[src/rtl/cst_pkg.sv]
// Shared definitions for the chip-sequence trigger and sync generator.
package cst_pkg;
    localparam int NUM_SYNC = 4;

    // Pulse selector codes; order is visible at the sel_a/sel_b pins.
    typedef enum logic [1:0] {
        SEL_FRAME    = 2'd0,
        SEL_SHORT    = 2'd1,
        SEL_SUPER    = 2'd2,
        SEL_EVEN_SEC = 2'd3
    } sync_sel_e;

    // Largest of four period counts, used to size the frame counters.
    function automatic int max4(input int a, input int b, input int c, input int d);
        int m;
        m = a;
        if (b > m) m = b;
        if (c > m) m = c;
        if (d > m) m = d;
        return m;
    endfunction
endpackage

[src/rtl/cst_trig_front.sv]
// Trigger front end: synchronizes the external line, detects the configured
// edge, merges software requests, applies the retrigger hold-off and emits the
// accept strobe and the one-chip trigger-out pulse.
// Assumes ext_trig is asynchronous and sw_trig is a one-cycle pulse in clk.
module cst_trig_front #(
    parameter int CNT_W = 16
) (
    input  logic             clk,
    input  logic             rst_n,
    input  logic             chip_en,
    input  logic             cfg_auto,
    input  logic             cfg_edge_rising,
    input  logic [CNT_W-1:0] cfg_inhibit,
    input  logic             ext_trig,
    input  logic             sw_trig,
    output logic             trig_acc,
    output logic             trig_out,
    output logic [CNT_W-1:0] inh_cnt
);
    logic meta_q, sync_q, level_q, sw_pend_q;
    logic edge_hit, trig_req;

    // Two-flop synchronizer for the asynchronous trigger line.
    always_ff @(posedge clk) begin
        if (!rst_n) begin
            meta_q <= 1'b0;
            sync_q <= 1'b0;
        end else begin
            meta_q <= ext_trig;
            sync_q <= meta_q;
        end
    end

    // Level seen at the previous chip, reference for edge detection.
    always_ff @(posedge clk) begin
        if (!rst_n)       level_q <= 1'b0;
        else if (chip_en) level_q <= sync_q;
    end

    // Holds a software request that arrives between chip enables.
    always_ff @(posedge clk) begin
        if (!rst_n)       sw_pend_q <= 1'b0;
        else if (chip_en) sw_pend_q <= 1'b0;
        else if (sw_trig) sw_pend_q <= 1'b1;
    end

    // Edge detection with selectable polarity and acceptance gating.
    always_comb begin
        edge_hit = cfg_edge_rising ? (sync_q & ~level_q) : (~sync_q & level_q);
        trig_req = chip_en & (edge_hit | sw_trig | sw_pend_q);
        trig_acc = trig_req & ~cfg_auto & (inh_cnt == '0);
    end

    // Retrigger hold-off counter, loaded on each accepted trigger.
    always_ff @(posedge clk) begin
        if (!rst_n)                       inh_cnt <= '0;
        else if (trig_acc)                inh_cnt <= cfg_inhibit;
        else if (chip_en && inh_cnt != 0) inh_cnt <= inh_cnt - 1'b1;
    end

    // One-chip trigger-out pulse.
    always_ff @(posedge clk) begin
        if (!rst_n)       trig_out <= 1'b0;
        else if (chip_en) trig_out <= trig_acc;
    end
endmodule

[src/rtl/cst_play_ctrl.sv]
// Playback controller: counts the start delay after an accepted trigger,
// starts playback at address 0 and steps the address with wrap-around.
// Free-running mode starts playback whenever it is idle. Assumes trig_acc
// is asserted only on chip-enable cycles.
module cst_play_ctrl #(
    parameter int SEQ_LEN = 98304,
    parameter int CNT_W   = 16,
    localparam int ADDR_W = $clog2(SEQ_LEN)
) (
    input  logic              clk,
    input  logic              rst_n,
    input  logic              chip_en,
    input  logic              cfg_auto,
    input  logic [CNT_W-1:0]  cfg_delay,
    input  logic              trig_acc,
    output logic              start,
    output logic              playing,
    output logic [ADDR_W-1:0] play_addr
);
    localparam logic [ADDR_W-1:0] LAST = ADDR_W'(SEQ_LEN - 1);

    logic             waiting_q;
    logic [CNT_W-1:0] dly_q;

    // Start condition: idle in auto mode, or delay expired in armed mode.
    always_comb begin
        start = chip_en & ~trig_acc &
                ((cfg_auto & ~playing) | (waiting_q & (dly_q == '0)));
    end

    // Delay countdown, playback state and address stepping.
    always_ff @(posedge clk) begin
        if (!rst_n) begin
            waiting_q <= 1'b0;
            dly_q     <= '0;
            playing   <= 1'b0;
            play_addr <= '0;
        end else if (trig_acc) begin
            waiting_q <= 1'b1;
            dly_q     <= cfg_delay;
            playing   <= 1'b0;
            play_addr <= '0;
        end else if (chip_en) begin
            if (start) begin
                waiting_q <= 1'b0;
                playing   <= 1'b1;
                play_addr <= '0;
            end else begin
                if (waiting_q) dly_q <= dly_q - 1'b1;
                if (playing)   play_addr <= (play_addr == LAST) ? '0 : play_addr + 1'b1;
            end
        end
    end
endmodule

[src/rtl/cst_sync_gen.sv]
// Frame counters: one counter per system period. All counters restart with
// playback and advance on chip enables while playing. Each one flags the
// first chip of its period. Assumes every period is at least 2 chips.
module cst_sync_gen #(
    parameter int P_FRAME    = 24576,
    parameter int P_SHORT    = 32768,
    parameter int P_SUPER    = 98304,
    parameter int P_EVEN_SEC = 2457600,
    localparam int NS        = cst_pkg::NUM_SYNC,
    localparam int CW        = $clog2(cst_pkg::max4(P_FRAME, P_SHORT, P_SUPER, P_EVEN_SEC))
) (
    input  logic          clk,
    input  logic          rst_n,
    input  logic          chip_en,
    input  logic          start,
    input  logic          playing,
    output logic [NS-1:0] pulse
);
    for (genvar g = 0; g < NS; g++) begin : g_per
        localparam int PER = (g == 0) ? P_FRAME :
                             (g == 1) ? P_SHORT :
                             (g == 2) ? P_SUPER : P_EVEN_SEC;
        logic [CW-1:0] cnt_q;

        // Period counter aligned to playback start.
        always_ff @(posedge clk) begin
            if (!rst_n || start)         cnt_q <= '0;
            else if (chip_en && playing) cnt_q <= (cnt_q == CW'(PER - 1)) ? '0 : cnt_q + 1'b1;
        end

        assign pulse[g] = playing & (cnt_q == '0);
    end
endmodule

[src/rtl/chipseq_trig_sync.sv]
// Top level: connects trigger front end, playback controller and frame
// counters, and routes two selected sync pulses to output pins.
// Assumes chip_en is a single-cycle-wide enable at chip rate.
module chipseq_trig_sync #(
    parameter int SEQ_LEN    = 98304,
    parameter int CNT_W      = 16,
    parameter int P_FRAME    = 24576,
    parameter int P_SHORT    = 32768,
    parameter int P_SUPER    = 98304,
    parameter int P_EVEN_SEC = 2457600,
    localparam int ADDR_W    = $clog2(SEQ_LEN)
) (
    input  logic              clk,
    input  logic              rst_n,
    input  logic              chip_en,
    input  logic              cfg_auto,
    input  logic              cfg_edge_rising,
    input  logic [CNT_W-1:0]  cfg_delay,
    input  logic [CNT_W-1:0]  cfg_inhibit,
    input  logic              ext_trig,
    input  logic              sw_trig,
    input  logic [1:0]        sel_a,
    input  logic [1:0]        sel_b,
    output logic [ADDR_W-1:0] play_addr,
    output logic              playing,
    output logic              trig_out,
    output logic              sync_a,
    output logic              sync_b
);
    logic                         trig_acc;
    logic                         start;
    logic [CNT_W-1:0]             inh_cnt;
    logic [cst_pkg::NUM_SYNC-1:0] sync_vec;

    cst_trig_front #(.CNT_W(CNT_W)) u_front (
        .clk(clk), .rst_n(rst_n), .chip_en(chip_en), .cfg_auto(cfg_auto),
        .cfg_edge_rising(cfg_edge_rising), .cfg_inhibit(cfg_inhibit),
        .ext_trig(ext_trig), .sw_trig(sw_trig),
        .trig_acc(trig_acc), .trig_out(trig_out), .inh_cnt(inh_cnt)
    );

    cst_play_ctrl #(.SEQ_LEN(SEQ_LEN), .CNT_W(CNT_W)) u_play (
        .clk(clk), .rst_n(rst_n), .chip_en(chip_en), .cfg_auto(cfg_auto),
        .cfg_delay(cfg_delay), .trig_acc(trig_acc),
        .start(start), .playing(playing), .play_addr(play_addr)
    );

    cst_sync_gen #(
        .P_FRAME(P_FRAME), .P_SHORT(P_SHORT),
        .P_SUPER(P_SUPER), .P_EVEN_SEC(P_EVEN_SEC)
    ) u_sync (
        .clk(clk), .rst_n(rst_n), .chip_en(chip_en), .start(start),
        .playing(playing), .pulse(sync_vec)
    );

    // Output routing of the two selected sync pulses.
    always_comb begin
        sync_a = sync_vec[sel_a];
        sync_b = sync_vec[sel_b];
    end
endmodule

[config.mk]
export PLATFORM = sky130hd
export DESIGN_NAME = chipseq_trig_sync
export DESIGN_NICKNAME = d
export VERILOG_FILES = /design/src/rtl/cst_pkg.sv /design/src/rtl/cst_trig_front.sv /design/src/rtl/cst_play_ctrl.sv /design/src/rtl/cst_sync_gen.sv /design/src/rtl/chipseq_trig_sync.sv
export SDC_FILE = /design/constraint.sdc
export NUM_CORES = 1
export LEC_CHECK = 0
export ABC_AREA = 1
export ABC_CLOCK_PERIOD_IN_PS = 3000
export BUFFER_PORTS_ARGS = -buffer_cell sky130_fd_sc_hd__buf_4
export CORE_UTILIZATION = 60
export DETAILED_ROUTE_END_ITERATION = 10
export HOLD_SLACK_MARGIN = 0.1
export PLACE_DENSITY = 0.79
export SLEW_MARGIN = 20
export SYNTH_ARGS = -nofsm -noshare
export SYNTH_HDL_FRONTEND = slang
export SYNTH_SLANG_ARGS = --single-unit
[constraint.sdc]
create_clock -name clk -period 3 [get_ports clk]
set_input_delay 0.3 -clock clk [delete_from_list [all_inputs] [get_ports clk]]
set_output_delay 0.3 -clock clk [all_outputs]
set_load 0.005 [all_outputs]
==> flow_results.org <==
** Status
- Outcome :: finished clean

** Final layout
- Total non-filler cell area in the finished layout :: 10100 sq um
- Area used by multi-input combinational logic :: 5100 sq um
- Excluding fillers, the count of instances in the completed layout stands at 1649.
- The repair_antennas step left the layout with diodes totalling 0.
- Across the whole layout, storage elements account for 2880 sq um.
- Most common library cell in the layout ignoring fill and taps :: sky130_fd_sc_hd__nand2_1
- The area growth from synthesis to layout is 13.3%.
- Proportion of layout cells with a drive suffix above 1 :: 11.4%
- Commonest non-fill, non-tap cells in the layout :: sky130_fd_sc_hd__nand2_1 (323), sky130_fd_sc_hd__nor2_1 (220), sky130_fd_sc_hd__inv_1 (178)
- Counting the fill cells in the layout gives 1268.
- Final Util :: a little under 70%
- The final layout contains 1507 nets.

** Power
- For this design the static power due to leakage is 4.29 nW.
- Peak VDD IR :: 439 uV
- Overall power consumption after layout is estimated at 5.04 mW.
- Power spread over the standard cell area amounts to 499 nW/um^2.

** Clock network
- CTS root buffer :: sky130_fd_sc_hd__clkbuf_16
- The clock tree synthesis step divided the H-tree into 4 levels.
- Sinks on Clock Net :: about 140
- No sink is reached through more buffers than the 2 on the longest clock path.
- After clock tree synthesis, the clock-pin slew on the worst setup and hold paths is 60 ps.
- Post_cts resized :: 0
- Later-pin clock latency in the skew report :: approximately 420 ps
- TritonCTS clock tree :: yes
- Number of buffers added by the clock tree synthesis step :: 17

** Die
- Pin placement for this block handled 64 I/O pins.
- Die height :: 124 microns
- The die covers 15300 sq um.
- The initialized floorplan defines 44 standard-cell rows.
- From left edge to right edge, the die measures between 100 and 150 microns.
- Initial cell density of the core :: 61.3%
- After floorplanning, the core was sized to cover around 15000 sq um.

** Yosys
- The number of nets handed over by synthesis was 1451.
- Share of flip-flops with an asynchronous set or reset after synthesis :: 0%
- The top cell type by area accounts for 32.4% of the synthesized area.
- During synthesis, Yosys emitted a total of 0 warnings.
- Summing every instance area after synthesis gives 8900 sq um.
- Of the total synthesized cell area, the portion taken by XOR and XNOR cells is 6.29%.
- After Yosys synthesis, full adders, half adders and majority gates account for 1.55% of the synthesized area.
- Simple-Gate Fraction of Synth Area :: 41.5%
- Counting flops and latches in the post-synthesis netlist gives 144.
- Synthesized-area fraction occupied by ao, oa, aoi and oai cells :: 7.92%
- Of the synthesized area, sequential elements account for 32.4%.
- Cells after synthesis :: around 1400
- Top post-synthesis cells by area :: sky130_fd_sc_hd__dfxtp_1 (32%), sky130_fd_sc_hd__nand2_1 (14%), sky130_fd_sc_hd__nor2_1 (9.3%)
- Synthesis instantiated 42 different standard cells from the library.
- The most used flip-flop cell after synthesis is sky130_fd_sc_hd__dfxtp_1.
- After synthesis, the mean cell area works out to 6.37 sq um.
- Cell taking the most area after synthesis :: sky130_fd_sc_hd__dfxtp_1
- Counting flops with a built-in enable in the synthesized netlist gives 0.
- After synthesis, the largest family of logic cells by area is simple AND/OR/NAND/NOR gates.
- Share of synthesized area spent on multiplexers :: 0%

** Worst setup path
- STA classifies the critical path startpoint as a flip-flop.
- In this run the worst path has a maximum fanout of 28.
- Critical path's largest stage delay :: about 670 ps
- FF-to-FF Start :: u_play.playing$_SDFFE_PP0P_
- The signal on the critical path passes through nand2_4, clkinv_2, nand2_1, nor2_2, nand3_1, inv_1, nand2_1, a21oi_1, nor3_1.
- Critical path start-end classification :: flip-flop to flip-flop
- Arrival time at the worst endpoint :: 2660 ps
- For the worst setup path, the data required time is 3290 ps.
- The largest individual stage delay along the critical path comes from the cell sky130_fd_sc_hd__dfxtp_1.
- The kind of cell with the highest combined delay along the critical path is simple AND/OR/NAND/NOR gates.
- Nature of the critical path endpoint :: flip-flop
- Crit path buffers/inverters :: 2
- The most numerous cell type found on the critical path is sky130_fd_sc_hd__nand2_1.
- Crit path from :: u_play.playing$_SDFFE_PP0P_

** Drt
- The detail route stage leaves a number of antenna-violating nets equal to 0.
- Overall via count from detail_route :: 8817
- Wire length per cell :: ~13 microns
- In the routed design, unresolved DRC markers number 0.
- Wire length reported by the detailed router :: 20.9 mm
- Number of detailed-routing iterations run before antenna repair :: 6
- The detailed router finished its first iteration with just under 600 violations.
- In the routed layout, each cell is associated on average with a via count of 5.35.

** Timing
- After layout, the minimum clock period comes to 2370 ps.
- Sum of negative setup slack :: 0 ps
- Part of the cycle the worst path needs :: 78.9%
- The count of final max-slew check failures was 0.
- Highest attainable clock frequency :: between 400 and 500 MHz
- Worst-margin pin slew :: ~750 ps
- Min setup slack post-route :: ~630 ps
- Final hold violation count :: 0
- Setup repair after global routing left no endpoint under its margin.
- Slew Limit Headroom :: about half
- For the final database, setup skew stands at between 7 and 8 ps.
- Hold_ws :: 163 ps
- Final count of negative-setup-slack endpoints :: 0

** Run
- Max-cap violations :: 0

** Global route
- Global-route wire length before repair :: 35.3 mm
- Via count of the first global-routing pass :: between 7000 and 8000
- Maximum number of pins on one net before global-route repair :: 37
- Remaining global-route overflow :: 0
- In the global route stage, overall resource usage came out at 28.7%.
- Antenna violations before repair :: 0

** Placed design
- Total of buffers placed on input and output ports :: 63
- Summing all placed instances gives a cell area of about 9400 sq um.
- Before CTS, the worst setup slack after placement is 610 ps.
- Global placer's final weighted congestion :: 0.916
- Total instance count after detailed placement :: 1617
- Detailed placement finished with a half-perimeter wire length of 15.0 mm.

** Worst hold path
- Worst min-delay path class :: input pin to flip-flop
- The worst hold path begins at cfg_inhibit[14].
[kinds of logic after synthesis]
group | after synthesis
buffers and inverters | 223
adders and majority gates | 11
AOI/OAI and AO/OA | 129
DFF | 144
xor gates and xnor gates | 64
and+or+nand+nor | 826
[cell usage after synthesis, types with 12 or more instances]
cell type and count:
sky130_fd_sc_hd__inv_1 178, sky130_fd_sc_hd__nand2_1 323, sky130_fd_sc_hd__nor2_2 20, sky130_fd_sc_hd__dfxtp_1 144
sky130_fd_sc_hd__o21ai_0 60, sky130_fd_sc_hd__xor2_1 51, sky130_fd_sc_hd__clkbuf_1 12, sky130_fd_sc_hd__nand3_1 143
sky130_fd_sc_hd__nor3_1 34, sky130_fd_sc_hd__xnor2_1 13, sky130_fd_sc_hd__a21oi_1 48, sky130_fd_sc_hd__nor2_1 220
sky130_fd_sc_hd__nand4_1 45
[cell type report]
class | count | share of cell area (%)
flip-flops and latches | 144 | 28.6
inverters | 190 | 7.08
multi-input cells | 1030 | 50.6
clock buffers | 19 | 4.39
clock inverters | 12 | 1.88
repair buffers | 70 | 5.23
well taps | 184 | 2.28
[path summary, 6_finish.rpt]
path / cells after the start / end / slack, ps
worst min-delay path: 3 / u_front.inh_cnt[14]$_SDFFE_PN0P_ / 160
worst max-delay path: 9 / u_sync.g_per[2].cnt_q[11]$_SDFFE_PP0P_ / 630
worst min register to register: 2 / u_front.sync_q$_SDFF_PN0_ / 420
worst max register to register: 9 / u_sync.g_per[2].cnt_q[11]$_SDFFE_PP0P_ / 630
[where the power goes]
group          switching, mW  internal (mW)  total [mW]
Combinational          0.462          0.261       0.723
Sequential            0.0637           1.96        2.03
Clock                  0.803           1.48        2.29
[repair_timing]
action                     in CTS  in global routing
hold buffers                    1                  0
setup endpoints to repair       0                  0
setup buffers                   0                  0
hold endpoints to repair        1                  0
[flip-flops by register name, indices dropped and copies added (netlist names)]
signal / cells
u_play.playing: 1
u_front.trig_out: 1
u_play.play_addr: 17
u_front.meta_q: 1
u_play.waiting_q: 1
u_front.level_q: 1
u_sync.g_per.cnt_q: 88
u_play.dly_q: 16
u_front.sw_pend_q: 1
u_front.sync_q: 1
u_front.inh_cnt: 16
[routing by layer]
metal  global-route usage (%)  vias to the layer above  share of wire [%]
met5                        0                        -                  0
met4                     8.89                        0                1.7
met3                     5.36                       33                5.4
met2                     48.0                      265                 47
met1                     37.2                     3951                 46
li1                         -                     4568                  -
[worst register-to-register path: stages, from the launching register on]
cell	delay [ps]
sky130_fd_sc_hd__dfxtp_1	670
sky130_fd_sc_hd__nand2_4	270
sky130_fd_sc_hd__clkinv_2	420
sky130_fd_sc_hd__nand2_1	150
sky130_fd_sc_hd__nor2_2	170
sky130_fd_sc_hd__nand3_1	160
sky130_fd_sc_hd__inv_1	110
sky130_fd_sc_hd__nand2_1	60
sky130_fd_sc_hd__a21oi_1	160
sky130_fd_sc_hd__nor3_1	60
Note: power is estimated with default switching activity, not from simulation.
